<file path="src/rtl/snd_seq_pkg.sv">
package snd_seq_pkg;

    localparam int CH_NUM = 3;
    localparam int CH_W   = $clog2(CH_NUM);
    localparam int AW     = 16;
    localparam int WW     = 16;
    localparam int PRE_W  = 8;
    localparam int CNT_W  = 12;

    typedef enum logic [2:0] {
        OP_NONE,
        OP_LOAD,
        OP_PAUSE,
        OP_REPEAT,
        OP_LOOP,
        OP_INT,
        OP_STOP
    } op_e;

    typedef enum logic [2:0] {
        ST_IDLE,
        ST_DEAD,
        ST_FETCH,
        ST_EXEC,
        ST_LOAD
    } slot_st_e;

    typedef struct packed {
        logic [AW-1:0]    sar;
        logic [PRE_W-1:0] ppr;
        logic [PRE_W-1:0] pre;
        logic [CNT_W-1:0] pause;
        logic [CNT_W-1:0] loop_cnt;
        logic [AW-1:0]    loop_addr;
        logic [WW-1:0]    instr;
    } chan_st_t;

    typedef struct packed {
        logic [CH_NUM-1:0] en;
        logic [CH_NUM-1:0] flag;
    } csr_st_t;

    // Classify an instruction word.
    function automatic op_e decode_op(input logic [WW-1:0] w);
        op_e r;
        r = OP_NONE;
        case (w[15:12])
            4'h0: r = OP_LOAD;
            4'h1: r = (w[11:0] != '0) ? OP_PAUSE : OP_NONE;
            4'h2: r = OP_REPEAT;
            4'h4: begin
                case (w[11:0])
                    12'h001: r = OP_LOOP;
                    12'h010: r = OP_INT;
                    12'h020: r = OP_STOP;
                    default: r = OP_NONE;
                endcase
            end
            default: r = OP_NONE;
        endcase
        return r;
    endfunction

    // Lowest set channel at or above 'from'; MSB flags a hit.
    function automatic logic [CH_W:0] pick_next(input logic [CH_NUM-1:0] m, input int from);
        logic [CH_W:0] r;
        r = '0;
        for (int c = CH_NUM - 1; c >= 0; c--) begin
            if (c >= from && m[c]) r = {1'b1, CH_W'(c)};
        end
        return r;
    endfunction

endpackage

</file>
<file path="src/rtl/snd_seq_chan.sv">
module snd_seq_chan
    import snd_seq_pkg::*;
(
    input  logic             clk,
    input  logic             rst_n,
    input  logic             wr_lo,
    input  logic             wr_hi,
    input  logic             wr_pre,
    input  logic [7:0]       wdata,
    input  logic             line_go,
    input  logic             fetch_go,
    input  logic [WW-1:0]    fetch_word,
    input  logic             exec_go,
    output logic [AW-1:0]    fetch_addr,
    output logic [WW-1:0]    instr,
    output logic             ready,
    output logic             int_pulse,
    output logic             stop_pulse
);

    chan_st_t q, d;
    op_e      op;

    always_comb begin
        d          = q;
        int_pulse  = 1'b0;
        stop_pulse = 1'b0;
        op         = decode_op(q.instr);

        // prescaled countdown of a pending pause, once per scanline
        if (line_go && q.pause != '0) begin
            if (q.pre == '0) begin
                d.pause = q.pause - 1'b1;
                d.pre   = q.ppr;
            end else begin
                d.pre = q.pre - 1'b1;
            end
        end

        if (fetch_go) begin
            d.instr = fetch_word;
            d.sar   = {q.sar[AW-1:1], 1'b0} + AW'(2);
        end

        if (exec_go) begin
            case (op)
                OP_PAUSE: begin
                    d.pause = q.instr[CNT_W-1:0];
                    d.pre   = q.ppr;
                end
                OP_REPEAT: begin
                    d.loop_cnt  = q.instr[CNT_W-1:0];
                    d.loop_addr = q.sar;
                end
                OP_LOOP: begin
                    if (q.loop_cnt != '0) begin
                        d.sar      = q.loop_addr;
                        d.loop_cnt = q.loop_cnt - 1'b1;
                    end
                end
                OP_INT:  int_pulse  = 1'b1;
                OP_STOP: stop_pulse = 1'b1;
                default: ;
            endcase
        end

        // host writes take priority over the sequencer
        if (wr_lo)  d.sar[7:0]    = wdata;
        if (wr_hi)  d.sar[AW-1:8] = wdata[AW-9:0];
        if (wr_pre) d.ppr         = wdata;
    end

    always_ff @(posedge clk or negedge rst_n) begin
        if (!rst_n) q <= '0;
        else        q <= d;
    end

    assign fetch_addr = {q.sar[AW-1:1], 1'b0};
    assign instr      = q.instr;
    assign ready      = (q.pause == '0);

endmodule

</file>
<file path="src/rtl/snd_seq_csr.sv">
module snd_seq_csr
    import snd_seq_pkg::*;
(
    input  logic              clk,
    input  logic              rst_n,
    input  logic              csr_we,
    input  logic [7:0]        wdata,
    input  logic [CH_NUM-1:0] int_set,
    input  logic [CH_NUM-1:0] stop_clr,
    input  logic              raster_irq,
    output logic [CH_NUM-1:0] en,
    output logic [7:0]        rdata,
    output logic              irq
);

    csr_st_t q, d;
    logic    unused_wbits;

    assign unused_wbits = ^{wdata[7], wdata[3]};

    always_comb begin
        d = q;
        for (int c = 0; c < CH_NUM; c++) begin
            if (csr_we)           d.en[c] = wdata[c];
            else if (stop_clr[c]) d.en[c] = 1'b0;

            if (int_set[c])                 d.flag[c] = 1'b1;
            else if (csr_we && wdata[6-c])  d.flag[c] = 1'b0;
        end
    end

    always_ff @(posedge clk or negedge rst_n) begin
        if (!rst_n) q <= '0;
        else        q <= d;
    end

    always_comb begin
        rdata    = '0;
        rdata[7] = raster_irq;
        for (int c = 0; c < CH_NUM; c++) begin
            rdata[c]   = q.en[c];
            rdata[6-c] = q.flag[c];
        end
    end

    assign en  = q.en;
    assign irq = |q.flag;

endmodule

</file>
<file path="src/rtl/snd_seq_slot.sv">
module snd_seq_slot
    import snd_seq_pkg::*;
#(
    parameter int LOAD_CYCLES = 8
) (
    input  logic              clk,
    input  logic              rst_n,
    input  logic              us_tick,
    input  logic              line_go,
    input  logic [CH_NUM-1:0] en,
    input  logic [CH_NUM-1:0] ready,
    input  logic [CH_NUM-1:0] is_load,
    input  logic [WW-1:0]     cur_instr,
    input  logic              psg_busy,
    output logic              idle,
    output logic [CH_NUM-1:0] fetch_go,
    output logic [CH_NUM-1:0] exec_go,
    output logic              mem_req,
    output logic [CH_W-1:0]   sel_ch,
    output logic              psg_we,
    output logic [3:0]        psg_reg,
    output logic [7:0]        psg_data
);

    localparam int LC_W      = $clog2(LOAD_CYCLES);
    localparam int LOAD_LAST = LOAD_CYCLES - 2;

    typedef struct packed {
        slot_st_e          st;
        logic [CH_W-1:0]   ch;
        logic [CH_NUM-1:0] mask;
        logic [LC_W-1:0]   lcnt;
        logic              psg_we;
        logic [3:0]        psg_reg;
        logic [7:0]        psg_data;
    } slot_t;

    slot_t         q, d;
    logic [CH_W:0] nxt;
    logic [CH_W:0] first;
    logic [3:0]    unused_op;

    assign unused_op = cur_instr[15:12];

    always_comb begin
        d        = q;
        d.psg_we = 1'b0;
        fetch_go = '0;
        exec_go  = '0;
        nxt      = pick_next(q.mask, int'(q.ch) + 1);
        first    = pick_next(q.mask, 0);

        case (q.st)
            ST_IDLE: begin
                if (line_go) d.st = ST_DEAD;
            end
            ST_DEAD: begin
                if (us_tick) begin
                    d.mask = en & ready;
                    first  = pick_next(en & ready, 0);
                    if (first[CH_W]) begin
                        d.st = ST_FETCH;
                        d.ch = first[CH_W-1:0];
                    end else begin
                        d.st = ST_IDLE;
                    end
                end
            end
            ST_FETCH: begin
                if (us_tick) begin
                    fetch_go[q.ch] = 1'b1;
                    if (nxt[CH_W]) begin
                        d.ch = nxt[CH_W-1:0];
                    end else begin
                        d.st = ST_EXEC;
                        d.ch = first[CH_W-1:0];
                    end
                end
            end
            ST_EXEC: begin
                if (us_tick) begin
                    if (is_load[q.ch]) begin
                        d.st   = ST_LOAD;
                        d.lcnt = '0;
                    end else begin
                        exec_go[q.ch] = 1'b1;
                        if (nxt[CH_W]) d.ch = nxt[CH_W-1:0];
                        else           d.st = ST_IDLE;
                    end
                end
            end
            ST_LOAD: begin
                if (us_tick) begin
                    if (q.lcnt != LC_W'(LOAD_LAST)) begin
                        d.lcnt = q.lcnt + 1'b1;
                    end else if (!psg_busy) begin
                        d.psg_we   = 1'b1;
                        d.psg_reg  = cur_instr[11:8];
                        d.psg_data = cur_instr[7:0];
                        if (nxt[CH_W]) begin
                            d.st = ST_EXEC;
                            d.ch = nxt[CH_W-1:0];
                        end else begin
                            d.st = ST_IDLE;
                        end
                    end
                end
            end
            default: d.st = ST_IDLE;
        endcase
    end

    always_ff @(posedge clk or negedge rst_n) begin
        if (!rst_n) q <= '0;
        else        q <= d;
    end

    assign idle     = (q.st == ST_IDLE);
    assign mem_req  = (q.st == ST_FETCH);
    assign sel_ch   = q.ch;
    assign psg_we   = q.psg_we;
    assign psg_reg  = q.psg_reg;
    assign psg_data = q.psg_data;

endmodule

</file>
<file path="src/rtl/snd_cmd_seq.sv">
module snd_cmd_seq
    import snd_seq_pkg::*;
#(
    parameter int LOAD_CYCLES = 8
) (
    input  logic          clk,
    input  logic          rst_n,
    input  logic          hsync,
    input  logic          us_tick,
    output logic          mem_req,
    output logic [AW-1:0] mem_addr,
    input  logic [WW-1:0] mem_rdata,
    input  logic          cpu_we,
    input  logic [3:0]    cpu_addr,
    input  logic [7:0]    cpu_wdata,
    output logic [7:0]    cpu_rdata,
    input  logic          raster_irq,
    output logic          psg_we,
    output logic [3:0]    psg_reg,
    output logic [7:0]    psg_data,
    input  logic          psg_busy,
    output logic          irq
);

    localparam logic [3:0] CSR_ADDR = 4'hF;

    logic              hs_q, hs_d;
    logic              line_go;
    logic              seq_idle;
    logic              csr_we;
    logic [7:0]        csr_rdata;
    logic [CH_NUM-1:0] ch_en, ch_ready, ch_load;
    logic [CH_NUM-1:0] fetch_go, exec_go;
    logic [CH_NUM-1:0] int_pulse, stop_pulse;
    logic [CH_W-1:0]   sel_ch;
    logic [AW-1:0]     ch_addr  [CH_NUM];
    logic [WW-1:0]     ch_instr [CH_NUM];

    always_comb hs_d = hsync;

    always_ff @(posedge clk or negedge rst_n) begin
        if (!rst_n) hs_q <= 1'b0;
        else        hs_q <= hs_d;
    end

    assign line_go = hsync & ~hs_q & seq_idle;
    assign csr_we  = cpu_we && (cpu_addr == CSR_ADDR);

    for (genvar c = 0; c < CH_NUM; c++) begin : g_chan
        localparam logic [3:0] BASE = 4'(4 * c);

        snd_seq_chan u_chan (
            .clk        (clk),
            .rst_n      (rst_n),
            .wr_lo      (cpu_we && cpu_addr == BASE),
            .wr_hi      (cpu_we && cpu_addr == BASE + 4'd1),
            .wr_pre     (cpu_we && cpu_addr == BASE + 4'd2),
            .wdata      (cpu_wdata),
            .line_go    (line_go),
            .fetch_go   (fetch_go[c]),
            .fetch_word (mem_rdata),
            .exec_go    (exec_go[c]),
            .fetch_addr (ch_addr[c]),
            .instr      (ch_instr[c]),
            .ready      (ch_ready[c]),
            .int_pulse  (int_pulse[c]),
            .stop_pulse (stop_pulse[c])
        );

        assign ch_load[c] = (decode_op(ch_instr[c]) == OP_LOAD);
    end

    snd_seq_slot #(.LOAD_CYCLES(LOAD_CYCLES)) u_slot (
        .clk       (clk),
        .rst_n     (rst_n),
        .us_tick   (us_tick),
        .line_go   (line_go),
        .en        (ch_en),
        .ready     (ch_ready),
        .is_load   (ch_load),
        .cur_instr (ch_instr[sel_ch]),
        .psg_busy  (psg_busy),
        .idle      (seq_idle),
        .fetch_go  (fetch_go),
        .exec_go   (exec_go),
        .mem_req   (mem_req),
        .sel_ch    (sel_ch),
        .psg_we    (psg_we),
        .psg_reg   (psg_reg),
        .psg_data  (psg_data)
    );

    snd_seq_csr u_csr (
        .clk        (clk),
        .rst_n      (rst_n),
        .csr_we     (csr_we),
        .wdata      (cpu_wdata),
        .int_set    (int_pulse),
        .stop_clr   (stop_pulse),
        .raster_irq (raster_irq),
        .en         (ch_en),
        .rdata      (csr_rdata),
        .irq        (irq)
    );

    assign mem_addr  = ch_addr[sel_ch];
    assign cpu_rdata = (cpu_addr == CSR_ADDR) ? csr_rdata : 8'h00;

endmodule

</file>
<file path="config.mk">
export PLATFORM = sky130hd
export DESIGN_NAME = snd_cmd_seq
export DESIGN_NICKNAME = d
export VERILOG_FILES = /design/src/rtl/snd_seq_pkg.sv /design/src/rtl/snd_seq_chan.sv /design/src/rtl/snd_seq_csr.sv /design/src/rtl/snd_seq_slot.sv /design/src/rtl/snd_cmd_seq.sv
export SDC_FILE = /design/constraint.sdc
export NUM_CORES = 1
export LEC_CHECK = 0
export BUFFER_PORTS_ARGS = -buffer_cell sky130_fd_sc_hd__buf_2
export CAP_MARGIN = 20
export CORE_MARGIN = 1
export CORE_UTILIZATION = 49
export DETAILED_ROUTE_END_ITERATION = 10
export PLACE_DENSITY = 0.66
export SYNTH_ARGS = -nofsm -noshare
export SYNTH_HDL_FRONTEND = slang
export SYNTH_SLANG_ARGS = --single-unit
</file>
<file path="constraint.sdc">
create_clock -name clk -period 3.3 [get_ports clk]
set_clock_uncertainty 0.2 [all_clocks]
set_input_delay 0.165 -clock clk [delete_from_list [all_inputs] [get_ports clk]]
set_output_delay 0.165 -clock clk [all_outputs]
set_load 0.02 [all_outputs]
</file>
== Word-level counts from Yosys, hierarchy flattened ==
Index checks and enable logic that the tools add are counted.
Storage, ports and cells
  bits in registers: 295
  output and inout bits: 39
  logic and storage cells: 319
Cells by class
  $add $sub $neg: 14
  order comparisons: 6
  equal/unequal tests: 66
  muxes and demuxes: 128
  bitwise gates (word level): 7
  reductions and logical operators: 63
Operators by type and width (count)
  $mux 16: 18
  $mux 48: 3
  $mux 20: 6
  $reduce_bool 12->1: 9
  $mux 12: 8
  $mux 8: 11
  $pmux 12 s2: 3
  $sub 12x1->12 const B: 6
  $bmux 16 s2: 2
  $mux 3: 20
  $add 16x2->16 const B: 3
  $mux 13: 3
  $eq 12x1->1 const B: 3
  $eq 12x5->1 const B: 3
  $eq 12x6->1 const B: 3
  $logic_not 12->1: 3
  $pmux 3 s4: 3
  $ge 1x32->1 const A: 1
  $ge 2x32->1 const A: 1
  $ge 3x32->1 const A: 1
  $eq 3x3->1 const B: 10
  $pmux 3 s3: 3
  $mux 1: 26
  $mux 5: 5
  other kinds (37): 130

== Logic depth before layout (Yosys ltp) ==
  depth after elaboration: 12
  mapped depth: 9
  gate-level depth less buffers: 7

== Modules after synthesis ==
Synthesis repeated with hierarchy kept, for this count alone.
Unflattened totals
  cell total of the unflattened synthesis: 1746
  area total of the unflattened synthesis: 17575.6 um^2
By module, submodules not included
  snd_seq_chan: instances 3, cells each 489, area each 4947.2 um^2, sequential area each 2152.1 um^2
  snd_seq_slot: instances 1, cells each 144, area each 1455.1 um^2, sequential area each 600.6 um^2
  snd_cmd_seq: instances 1, cells each 108, area each 982.2 um^2, sequential area each 25.0 um^2
  snd_seq_csr: instances 1, cells each 27, area each 296.5 um^2, sequential area each 150.1 um^2

== Worst setup path after synthesis ==
OpenSTA, ideal clock, no wires.
  path type: register to register
  start: reg g_chan[0].u_chan.q (netlist bit g_chan[0].u_chan.instr[8])
  end: reg g_chan[0].u_chan.q[50] in the netlist's numbering
  library setup time: 0.125 ns
  data arrival time: 2.165 ns
  required time: 2.975 ns
  path slack: 0.811 ns
  cell stages (with the launch flop): 6
  path buffers: 1
  cell sequence: dfrtp_1 > nor4_1 > nand2_1 > o311ai_2 > buf_2 > mux2_2
RTL lines
  start: declaration: line snd_seq_chan.sv:21  | chan_st_t q, d;
  start signal: assignment: line snd_seq_chan.sv:74  | if (!rst_n) q <= '0;
  start signal: assignment: line snd_seq_chan.sv:75  | else q <= d;

== Worst setup path after layout ==
  start: reg g_chan[0].u_chan.q (netlist bit g_chan[0].u_chan.instr[12])
  end: reg g_chan[0].u_chan.q[33] in the netlist's numbering
Between the ends
  cells in the longest elaborated chain, start to end: 9
  elaborated cells on any way between the ends: 17
RTL lines
  $eq 4x3->1 (tied with other cells): line snd_seq_pkg.sv:47  | case (w[15:12])
  $pmux 3 s4 (*): line snd_seq_pkg.sv:47
  $eq 3x1->1: line snd_cmd_seq.sv:70  | assign ch_load[c] = (decode_op(ch_instr[c]) == OP_LOAD);
  $bmux 1 s2: line snd_seq_slot.sv:82  | if (is_load[q.ch]) begin
  $mux 1 (not written as such): line snd_seq_slot.sv:82
  $mux 3: line snd_seq_slot.sv:82
  $mux 3: line snd_seq_slot.sv:81  | if (us_tick) begin
  $mux 3: line snd_seq_slot.sv:53  | case (q.st)
  $reduce_and 3->1 (no line)
Mark *: on every way between the ends. The rest lies on a longest branch, timed or not. The select of a mux whose other input is x is not followed.
A chain may end at the register's enable or synchronous reset.

==> out/metrics.yaml <==
setup_path:
  crit_chain: "nor4b_1, nand4_1, or4b_1, a221oi_1, a21oi_1"
  start_kind: "flop"
  crit_type: "flop to flop"
  timing.rr.start: "g_chan[0].u_chan.instr[12]"
  crit_buf_inv: 0
  crit_family: "simple AND/OR/NAND/NOR gates"
  reg2reg_setup_slack_ns: 0.37
  slowest_stage: "or4b_1"
  arrival_ns: 3.10
  crit_path_max_fanout: 10
  crit_required_ns: 3.47
  cpPeakStageDelay_ns: 0.84
  rr_worst_depth: 5
  r2r_end: "g_chan[0].u_chan.q[33]"
  cp-end-kind: "flop"
synth:
  netlist_instances: 1673
  netlist_area_sq_um: 16000
  yosys.cell_types.count: 77
  synth_top_area_share_pct: 45.1
  syn_avg_cell_area_sq_um: 9.59
  yosysWarningCount: 0
  synth.area.top_cells: "dfrtp_1 (45%), mux2_2 (8.5%), nand2_1 (4.1%), mux2i_1 (4.0%), nor2_1 (3.0%)"
  synth_flop_cell: "dfrtp_1"
  ys_async_sr_fraction_pct: 100
  synth-edff-count: 0
  synth_top_cell_by_area: "dfrtp_1"
  synth_seq_cells: 289
  ys_seq_area_share_pct: 45.1
job:
  cap_violations: 0
routing:
  drc: 0
  dr.pass1.iters: 7
  wirelength_mm: 46.9
  wl_per_cell_microns: 21.1
  postRouteAntennaNets: 0
  vias: 13515
  drtIter0Drc: 1063
  viasPerCell: 6.08
floorplan:
  rows: 65
  die-area_sq_um: 33500
  dieWidth_microns: 183
  die_y_microns: 183
  initial_core_util_pct: 50.3
  num_io_pins: 74
  coreArea_sq_um: 31900
cells_and_area:
  final_nets: 1818
  top_register: "g_chan.u_chan.q"
  final_cell_area_sq_um: 18400
  largest_register_ffs: 165
  instances_no_fill: 2224
  layout_common_cells: "dfrtp_1 (288), nand2_1 (177), nor2_1 (129), mux2_2 (121), o21ai_0 (85)"
  drive_above_1_share_pct: 19.2
  utilization_pct: 57.8
  syn_to_final_growth_pct: 14.9
  diodes: 0
  final_common_cell: "dfrtp_1"
pwr:
  seqPwrFrac_pct: 41.1
  power.density_nw_per_um2: 713
  switching_power_mw: 4.83
  clkPwrFrac_pct: 28.7
  total_power_mw: 13.1
  p_leak_nw: 8.34
  p_int_mw: 8.31
  vdd_drop_max_uv: 473
  switching_share_pct: 36.8
  combPwrFrac_pct: 30.2
cts:
  cts_root_buf: "clkbuf_16"
  clk_latency_ns: 0.52
  cts_made_buffers: 34
  clk_pin_slew_worst_paths_ns: 0.06
  cts_tree: "built"
  htreeDepth: 2
  cts.sinks: 289
  cts_buffer_depth: 3
  post-cts-setup-buffers: 0
sta:
  setup_viol: 0
  whs_ns: 0.00714
  post-route-min-period_ns: 2.93
  period_share_pct: 88.7
  slew_headroom_pct: 35.5
  worst_slew_pin_slew_ns: 0.964
  rsz0062_at_grt: "false"
  final-hold-violation-count: 0
  tns_ns: 0
  fin_ws_ns: 0.372
  slew_viol_final: 0
  max_freq_mhz: 342
grt:
  grt_overflow: 0
  grt_pass1_vias: 13190
  grt_usage_pct: 28.5
  antenna_found_initial: 0
  grt_max_degree: 85
  grt_pass1_wl_mm: 73.9
min_path:
  hp-class: "primary input to async pin"
place:
  placed_area_sq_um: 17000
  gp_congestion: 0.885
  dp_hpwl_mm: 32.8
  placedCellCount: 2133
  port_buffers: 71
  pre_cts_ws_ns: 0.450
status:
  status: "complete, no violations"
cells by family after synthesis:
group | synth area share (%)
buffers and inverters | 4.18
multiplexers | 12.5
flip-flops | 45.1
XOR/XNOR | 3.00
AND/OR/NAND/NOR | 20.4
other | 0.0234
adder cells (fa/ha/maj) | 1.33
AO/OA/AOI/OAI | 13.4
worst max-delay path by stage:
stage                                     startpoint                endpoint  slack (ns)  depth (start not counted)
final                     g_chan[0].u_chan.instr[12]  g_chan[0].u_chan.q[33]        0.37                          5
after global routing          g_chan[1].u_chan.q[56]  g_chan[1].u_chan.q[48]        0.23                          7
after CTS                 g_chan[0].u_chan.instr[12]  g_chan[0].u_chan.q[33]        0.41                          5
after detailed placement  g_chan[0].u_chan.instr[12]  g_chan[0].u_chan.q[33]        0.45                          5
after global placement        g_chan[1].u_chan.q[56]  g_chan[1].u_chan.q[48]        0.52                          7
after floorplan            g_chan[0].u_chan.instr[8]  g_chan[0].u_chan.q[50]        0.81                          5
power by group through the flow:
stage	combinational, mW	sequential [mW]	clock (mW)
6_report	3.97	5.40	3.78
3_5_place_dp	3.89	5.41	0
2_1_floorplan	2.93	4.99	0
4_1_cts	3.95	5.36	3.82
5_1_grt	4.38	5.52	3.96
3_3_place_gp	3.80	5.38	0
cells in the mapped netlist (7+ instances only):
master     number
nand3_1        53
and3_1         15
mux2i_1        64
nor4b_1         7
nand4_1        36
buf_2          14
or2_2          12
nor4_1         24
dfrtp_1       289
buf_1          11
xor2_1         22
clkbuf_1       66
mux2_2        121
a21oi_1        72
o311ai_0        7
nor3b_1         8
a22o_1          7
nor3_1         58
and2_1         16
nor2b_1        10
xnor2_1        33
nand4b_1        7
or4_1          25
nand2b_1       16
or3_1          13
o22ai_1        20
a211oi_1        9
a31oi_1        29
o211ai_1        8
o2bb2ai_1      22
o31ai_1        15
nand2_1       177
ha_1           17
inv_1          48
o21ai_0        85
nor2_1        130
buf_4          16
worst reg2reg max path, stage by stage, from the launching register on:
cell	delay (ns)
dfrtp_1	0.43
nor4b_1	0.57
nand4_1	0.30
or4b_1	0.84
a221oi_1	0.39
a21oi_1	0.07
layer usage:
| metal | track usage (%) | up-vias | part of all wire [%] |
|---|---|---|---|
| li1 | - | 6278 | - |
| met1 | 39.4 | 6673 | 44 |
| met2 | 45.9 | 464 | 47 |
| met3 | 3.32 | 100 | 5.8 |
| met4 | 11.1 | 0 | 3.5 |
| met5 | 0 | - | 0 |
cell type report:
type	instances	area [sq um]
Inverter	48	180
Fill cell	2805	13400
Multi-Input combinational cell	1229	8170
Clock buffer	50	1040
Clock inverter	9	76.3
Tap cell	435	544
Sequential cell	289	7230
Timing Repair Buffer	164	1180
what timing repair did:
action,CTS,global route
endpoints found under the setup margin,0,0
hold endpoints to repair,391,0
resized for setup,0,0
hold buffers,32,0
No activity file was read; power rests on OpenSTA's default activity.
